`src/rtl/ea_pkg.sv`:
```
package ea_pkg;
  typedef enum logic [1:0] {
    AM_ABS  = 2'b00,
    AM_FWD  = 2'b01,
    AM_IDX  = 2'b10,
    AM_BACK = 2'b11
  } amode_e;

  typedef enum logic {
    ST_IDLE  = 1'b0,
    ST_FETCH = 1'b1
  } ea_state_e;
endpackage

```
`src/rtl/ea_decode.sv`:
```
module ea_decode
  import ea_pkg::*;
#(
  parameter int ADDR_W = 16,
  parameter int DISP_W = 8,
  localparam int FIELD_W = DISP_W + 3
) (
  input  logic [FIELD_W-1:0] field_i,
  input  logic [ADDR_W-1:0]  pc_i,
  input  logic [ADDR_W-1:0]  x_i,
  input  logic               byte_mode_i,
  output logic [ADDR_W-1:0]  addr_o,
  output logic               ind_o,
  output logic               bsel_o
);
  logic [ADDR_W-1:0] d_ext, fwd, back;
  amode_e mode;

  assign d_ext = {{(ADDR_W-DISP_W){1'b0}}, field_i[DISP_W-1:0]};
  assign ind_o = field_i[DISP_W];
  assign mode  = amode_e'(field_i[DISP_W+2:DISP_W+1]);
  assign fwd   = pc_i + d_ext + ADDR_W'(1);
  assign back  = pc_i - d_ext;

  always_comb begin
    unique case (mode)
      AM_ABS:  addr_o = d_ext;
      AM_FWD:  addr_o = fwd;
      AM_IDX:  addr_o = d_ext + x_i;
      AM_BACK: addr_o = (byte_mode_i && !ind_o) ? fwd : back; // byte form only when direct
      default: addr_o = d_ext;
    endcase
  end

  assign bsel_o = byte_mode_i && !ind_o && (mode == AM_BACK);
endmodule

```
`src/rtl/ea_ctrl.sv`:
```
module ea_ctrl
  import ea_pkg::*;
#(
  parameter int ADDR_W = 16
) (
  input  logic              clk_i,
  input  logic              rst_ni,
  input  logic              start_i,
  input  logic [ADDR_W-1:0] addr_i,
  input  logic              ind_i,
  input  logic              bsel_i,
  output logic              rd_req_o,
  output logic [ADDR_W-1:0] rd_addr_o,
  input  logic [ADDR_W-1:0] rd_data_i,
  input  logic              rd_valid_i,
  output logic [ADDR_W-1:0] ea_o,
  output logic              byte_sel_o,
  output logic              done_o
);
  ea_state_e         state_q;
  logic [ADDR_W-1:0] ptr_q;

  always_ff @(posedge clk_i or negedge rst_ni) begin
    if (!rst_ni) begin
      state_q    <= ST_IDLE;
      ptr_q      <= '0;
      ea_o       <= '0;
      byte_sel_o <= 1'b0;
      done_o     <= 1'b0;
    end else begin
      done_o <= 1'b0;
      unique case (state_q)
        ST_IDLE: if (start_i) begin
          if (ind_i) begin
            state_q <= ST_FETCH;
            ptr_q   <= addr_i;
          end else begin
            ea_o       <= addr_i;
            byte_sel_o <= bsel_i;
            done_o     <= 1'b1;
          end
        end
        ST_FETCH: if (rd_valid_i) begin
          ea_o       <= rd_data_i;
          byte_sel_o <= 1'b0;
          done_o     <= 1'b1;
          state_q    <= ST_IDLE;
        end
        default: state_q <= ST_IDLE;
      endcase
    end
  end

  assign rd_req_o  = (state_q == ST_FETCH);
  assign rd_addr_o = ptr_q;

  AST_DONE_PULSE: assert property (@(posedge clk_i) disable iff (!rst_ni)
    done_o |=> !done_o);
  AST_DIRECT_LATENCY: assert property (@(posedge clk_i) disable iff (!rst_ni)
    (start_i && !rd_req_o && !ind_i) |=> (done_o && ea_o == $past(addr_i)));
  AST_REQ_HOLD: assert property (@(posedge clk_i) disable iff (!rst_ni)
    (rd_req_o && !rd_valid_i) |=> (rd_req_o && $stable(rd_addr_o) && !done_o));
  AST_BUSY_START: assert property (@(posedge clk_i) disable iff (!rst_ni)
    (rd_req_o && start_i && !rd_valid_i) |=> ($stable(ea_o) && rd_req_o));
  AST_INDIRECT_EA: assert property (@(posedge clk_i) disable iff (!rst_ni)
    (rd_req_o && rd_valid_i) |=> (done_o && !rd_req_o && !byte_sel_o && ea_o == $past(rd_data_i)));
endmodule

```
`src/rtl/ea_gen.sv`:
```
module ea_gen
  import ea_pkg::*;
#(
  parameter int INSTR_W = 16,
  parameter int ADDR_W  = 16,
  parameter int DISP_W  = 8
) (
  input  logic               clk_i,
  input  logic               rst_ni,
  input  logic               start_i,
  input  logic [INSTR_W-1:0] instr_i,
  input  logic [ADDR_W-1:0]  pc_i,
  input  logic [ADDR_W-1:0]  x_i,
  input  logic               byte_mode_i,
  output logic               rd_req_o,
  output logic [ADDR_W-1:0]  rd_addr_o,
  input  logic [ADDR_W-1:0]  rd_data_i,
  input  logic               rd_valid_i,
  output logic [ADDR_W-1:0]  ea_o,
  output logic               byte_sel_o,
  output logic               done_o
);
  localparam int FIELD_W = DISP_W + 3;

  logic [ADDR_W-1:0] addr;
  logic              ind, bsel;
  logic              unused_hi;

  assign unused_hi = ^instr_i[INSTR_W-1:FIELD_W];

  ea_decode #(.ADDR_W(ADDR_W), .DISP_W(DISP_W)) i_decode (
    .field_i     (instr_i[FIELD_W-1:0]),
    .pc_i        (pc_i),
    .x_i         (x_i),
    .byte_mode_i (byte_mode_i),
    .addr_o      (addr),
    .ind_o       (ind),
    .bsel_o      (bsel)
  );

  ea_ctrl #(.ADDR_W(ADDR_W)) i_ctrl (
    .clk_i      (clk_i),
    .rst_ni     (rst_ni),
    .start_i    (start_i),
    .addr_i     (addr),
    .ind_i      (ind),
    .bsel_i     (bsel),
    .rd_req_o   (rd_req_o),
    .rd_addr_o  (rd_addr_o),
    .rd_data_i  (rd_data_i),
    .rd_valid_i (rd_valid_i),
    .ea_o       (ea_o),
    .byte_sel_o (byte_sel_o),
    .done_o     (done_o)
  );
endmodule

```
`config.mk`:
```
export PLATFORM = sky130hd
export DESIGN_NAME = ea_gen
export DESIGN_NICKNAME = d
export VERILOG_FILES = /design/src/rtl/ea_pkg.sv /design/src/rtl/ea_decode.sv /design/src/rtl/ea_ctrl.sv /design/src/rtl/ea_gen.sv
export SDC_FILE = /design/constraint.sdc
export NUM_CORES = 1
export LEC_CHECK = 0
export BUFFER_PORTS_ARGS = -buffer_cell sky130_fd_sc_hd__buf_2
export CORE_UTILIZATION = 54
export CTS_BUF_LIST = sky130_fd_sc_hd__clkbuf_8
export DETAILED_ROUTE_END_ITERATION = 8
export PLACE_DENSITY_LB_ADDON = 0.25
export SYNTH_ARGS = -nofsm -noshare
export SYNTH_HDL_FRONTEND = slang
export SYNTH_HIERARCHICAL = 1
export SYNTH_SLANG_ARGS = --single-unit
```
`constraint.sdc`:
```
create_clock -name clk_i -period 1.5 [get_ports clk_i]
set_input_delay 0.3 -clock clk_i [delete_from_list [all_inputs] [get_ports clk_i]]
set_output_delay 0.3 -clock clk_i [all_outputs]
set_load 0.005 [all_outputs]
```
==> results.md, run 1 <==
* Synth area leaders: dfrtp_1 (25%), ha_1 (8.6%), a21oi_1 (5.3%)
* Mapped Nets at 485
* CTS Buf Count at 5
* Top-Level Pins at 104
* Die width at 82.22 um
* Main combinational cell family by area after synthesis: compound AO/OA/AOI/OAI gates
* Buffers on Ports at 98
* Total GRT Usage at 97.36%
* Library cells used by synthesis at 72
* GP Congestion at 0.9253
* Gate count of the mapped netlist at 389
* # H-tree levels at 2
* Failed at: global routing
* Error: [ERROR GRT-0232] Routing congestion too high. Check the congestion heatmap in the GUI.
* Row cnt at 28
* Pin count of the biggest net entering global routing at 36
* Die height at 82.22 um
* Number of synthesized flops with an enable pin at 0
* Initial cell density of the core at 57.33%
* Status: aborted with a tool error
* Synth Area in Compound Gates at 30.86%
* Synth Area in Simple Gates at 15.38%
* Adder-cell share of the synthesized area at 10.37%
* DP HPWL at 9.163 mm
* Crit. endpoint post-GRT repair: i_ctrl/rd_addr_o[10]$_DFFE_PN0P_/D
* Area leader, netlist: dfrtp_1
* FFs w/ async S/R, synth at 100.0%
* Yosys top cell area share at 25.21%
* Synthesized area at 0.003475 mm^2
* Post-Synth XOR/XNOR Area at 4.285%
* Clock root buffer: clkbuf_8
* Final global-route overflow total at 566
* Yosys warning count at 6
* Clk sinks at 35
* Average cell area after synthesis at 8.932 um^2
* Mux contribution to synthesized area at 6.914%
* Hold-fix buffers, CTS at 0
* CTS Buffer Depth at 2
* Placed Area at 0.005036 mm^2
* Worst ep type: register data pin
* Seq cells post-synth at 35
* Main synth FF type: dfrtp_1
* Sequential fraction of the synthesis area at 25.21%
-- metal layers --
metal,GRT overflow,global-route usage [%]
met1,5,84.15
met2,399,130.5
met4,158,120.7
met3,2,67.80
met5,2,38.33
-- per-stage QoR --
stage	setup TNS, ns	setup WS (ns)	instances
after global placement	-27.18	-1.177	645
after CTS	-17.37	-0.8469	666
after floorplan	-14.90	-0.9024	389
after detailed placement	-28.54	-1.205	645
-- cell families after synthesis --
| kind of cell | after synthesis |
|---|---|
| and+or+nand+nor | 101 |
| adders and majority gates | 27 |
| buffers and inverters | 41 |
| AOI/OAI and AO/OA | 146 |
| muxes | 22 |
| xor gates and xnor gates | 17 |
| DFF | 35 |
-- timing repair --
item                       CTS
resized for setup           85
pin swaps                   52
setup endpoints to repair   32
setup buffers               16
-- synthesized netlist by cell type, drive strengths merged (10+ instances only) --
| cell type | count |
|---|---|
| buf | 14 |
| ha | 24 |
| inv | 21 |
| a21oi | 50 |
| o21ai | 16 |
| a211oi | 11 |
| o22ai | 18 |
| xnor2 | 10 |
| nor2 | 26 |
| mux2 | 16 |
| nor3 | 10 |
| nand2 | 21 |
| dfrtp | 35 |
==> run 2, diff against run 1 <==
--- a/config.mk
+++ b/config.mk
@@ -6,10 +6,9 @@
 export NUM_CORES = 1
 export LEC_CHECK = 0
 export BUFFER_PORTS_ARGS = -buffer_cell sky130_fd_sc_hd__buf_2
-export CORE_UTILIZATION = 54
-export CTS_BUF_LIST = sky130_fd_sc_hd__clkbuf_8
+export CORE_UTILIZATION = 40
 export DETAILED_ROUTE_END_ITERATION = 8
-export PLACE_DENSITY_LB_ADDON = 0.25
+export PLACE_DENSITY_LB_ADDON = 0.15
 export SYNTH_ARGS = -nofsm -noshare
 export SYNTH_HDL_FRONTEND = slang
 export SYNTH_HIERARCHICAL = 1
==> run 2 against run 1 <==
Against the previous run:
- the flow now finishes, with violations (negative setup slack)
- area after synthesis unchanged
- synthesized cell count unchanged
==> results.md, run 2 <==
* Status: complete, but fails checks
* Failing checks: negative setup slack
* Actual slew at the worst max-slew pin at 0.4865 ns
* RSZ-0062 raised after global routing: true
* Initial cell density of the core at 41.87% (-15 points)
* Gate count of the mapped netlist at 389 (unchanged)
* Row cnt at 33 (+18%)
* Synth area leaders: dfrtp_1 (25%), ha_1 (8.6%), a21oi_1 (5.3%)
* Buffers on Ports at 98 (unchanged)
* FMAX at 445.7 MHz
* # H-tree levels at 2 (unchanged)
* Total GRT Usage at 25.52%
* Layout area overhead at 67.81%
* Vias at 3794
* Pwr Total at 4.491 mW
* Share of layout cells above drive strength 1 at 63.61%
* Post-Route WL at 11.81 mm
* Die height at 95.20 um (+16%)
* Core ar. at 0.008299 mm^2
* Ant. Diodes at 0
* Arr. time, crit path at 2.42 ns
* Max Cap Viol at 0
* Vias in the first global route at 3688
* GP Congestion at 0.9004 (-2.7%)
* FFs w/ async S/R, synth at 100.0% (unchanged)
* VDD IR-drop max at 0.7658 mV
* Sequential fraction of the synthesis area at 25.21% (unchanged)
* Slew HR at 67.22%
* CTS Buffer Depth at 2 (unchanged)
* Pwr Density at 770.2 mW/mm^2
* Final #Nets at 683
* Die area at 0.009063 mm^2
* Clk sinks at 35 (unchanged)
* Top cells by count, synth: a21oi_1 (37), dfrtp_1 (35), nor2_1 (25)
* CP Launch Point: pc_i[6]
* Static leakage at 2.650 nW
* Library cells used by synthesis at 72 (unchanged)
* Slew Viols, Final at 0
* Die width at 95.20 um (+16%)
* CTS clk-pin slew, worst paths at 0.08 ns
* Mapped Nets at 485 (unchanged)
* CP max FO at 3
* Final global-route overflow total at 0
* Final Cycle Share at 149.6%
* HP Class: in2async
* Final setup fails at 29
* Setup ws final at -0.7436 ns
* CTS Buf Count at 5 (unchanged)
* DRC violations left at 0
* WL/cell at 17.04 um
* DP HPWL at 8.789 mm (-4.1%)
* Clock skew at 0.005569 ns
* Worst-Skew Late Latency at 0.29 ns
* Crit path kind: in2reg
* Worst r2r src: i_ctrl/rd_req_o$_DFF_PN0_
* First-pass GRT wire length at 17.90 mm
* Top-count cell post-synth: a21oi_1
* Final antenna-violating net count at 0
* Final-report hold violation count at 0
* WHS at 0.02918 ns
* 1st-pass router iterations at 4
* CP Data Required Time at 1.68 ns
* Pin count of the biggest net entering global routing at 36
* Seq cells post-synth at 35 (unchanged)
* Post-layout util at 70.25%
* Fillers at 658
* Top-Level Pins at 104 (unchanged)
* DRT iter0 DRCs at 183
* Number of synthesized flops with an enable pin at 0 (unchanged)
* Yosys warning count at 6 (unchanged)
* Main synth FF type: dfrtp_1
* CTS tree: built
* Yosys top cell area share at 25.21% (unchanged)
* Initial antenna violation count at 0
* Commonest non-fill, non-tap cells in the layout: buf_4 (101), buf_2 (85), dfrtp_1 (35)
* Synthesized area at 0.003475 mm^2 (unchanged)
* Critical path launch point type: primary input
* Average cell area after synthesis at 8.932 um^2 (unchanged)
* Endpoint class of the critical path: flip-flop
* Tmin final at 2.244 ns
* Vias/cell at 5.475
* Commonest non-fill, non-tap cell in the layout: buf_4
* Clock root buffer: clkbuf_8
* Area leader, netlist: dfrtp_1
-- run 2: cell counts after synthesis --
Identical to the previous run, type by type.
-- run 2: path summary, 6_finish.rpt --
kind,depth (start not counted),to,slack [ns]
min in group clk_i,3,i_ctrl/ea_o[12]$_DFFE_PN0P_,0.30
worst max-delay path,9,i_ctrl/rd_addr_o[13]$_DFFE_PN0P_,-0.74
worst max register to register,4,i_ctrl/ea_o[2]$_DFFE_PN0P_,0.18
worst min-delay path,2,i_ctrl/rd_addr_o[14]$_DFFE_PN0P_,0.03
max in group asynchronous,2,i_ctrl/rd_req_o$_DFF_PN0_,1.14
worst min register to register,1,i_ctrl/rd_addr_o[4]$_DFFE_PN0P_,0.50
-- run 2: critical path: stages --
cell    delay (ns)
buf_2         0.13
ha_1          0.22
or3b_4        0.41
a31o_1        0.21
and2_4        0.15
and3_4        0.16
or3_1         0.33
a32o_2        0.27
mux2_2        0.26
-- run 2: cell type report --
class / count / area (um^2) / area share [%]
Clock buffer: 6 / 82.58 / 1.416
Clock inverter: 2 / 35.03 / 0.6009
Inverter: 21 / 131.4 / 2.253
Multi-Input combinational cell: 313 / 3033 / 52.02
Sequential cell: 35 / 875.8 / 15.02
Tap cell: 105 / 131.4 / 2.253
Timing Repair Buffer: 211 / 1541 / 26.44
-- run 2: timing repair --
action	CTS	global route
setup buffers	11	3
pin swaps	45	32
hold buffers	0	0
gates resized for setup	83	31
endpoints found under the setup margin	30	30
-- run 2: through the flow --
| stage | cells | worst slack [ns] | setup TNS [ns] | instance area, um^2 |
|---|---|---|---|---|
| CTS | 691 | -0.7435 | -14.91 | 5648 |
| global route | 693 | -0.7947 | -16.89 | 5831 |
| global placement | 674 | -1.139 | -27.79 | 5079 |
| detailed placement | 674 | -1.157 | -28.48 | 5079 |
| floorplan | 389 | -0.9024 | -14.90 | 3829 |
| finish | 693 | -0.7436 | -14.85 | 5831 |
-- run 2: routing by layer --
layer | GRT usage [%] | up-vias | routed length, um
met5 | 0 | - | 0
met4 | 9.470 | 0 | 369
met2 | 43.63 | 90 | 5902
met3 | 3.668 | 22 | 460
li1 | - | 1847 | -
met1 | 32.37 | 1835 | 5075
-- run 2: where the power goes --
| group | switching [mW] | total, mW | internal [mW] |
|---|---|---|---|
| registers | 0.129 | 1.31 | 1.18 |
| logic | 1.07 | 2.28 | 1.21 |
| clock network | 0.362 | 0.900 | 0.538 |
-- run 2: kinds of logic (layout without fill, tap and decap cells) --
family	count (synthesis)	count (layout)	share of synthesized area, %
compound gates	146	146	30.86
simple gates	101	101	15.38
buf+inv	41	240	6.986
flops	35	35	25.21
fa+ha+maj	27	27	10.37
mux	22	22	6.914
xor+xnor	17	17	4.285
(Power assumes the default switching activity.)
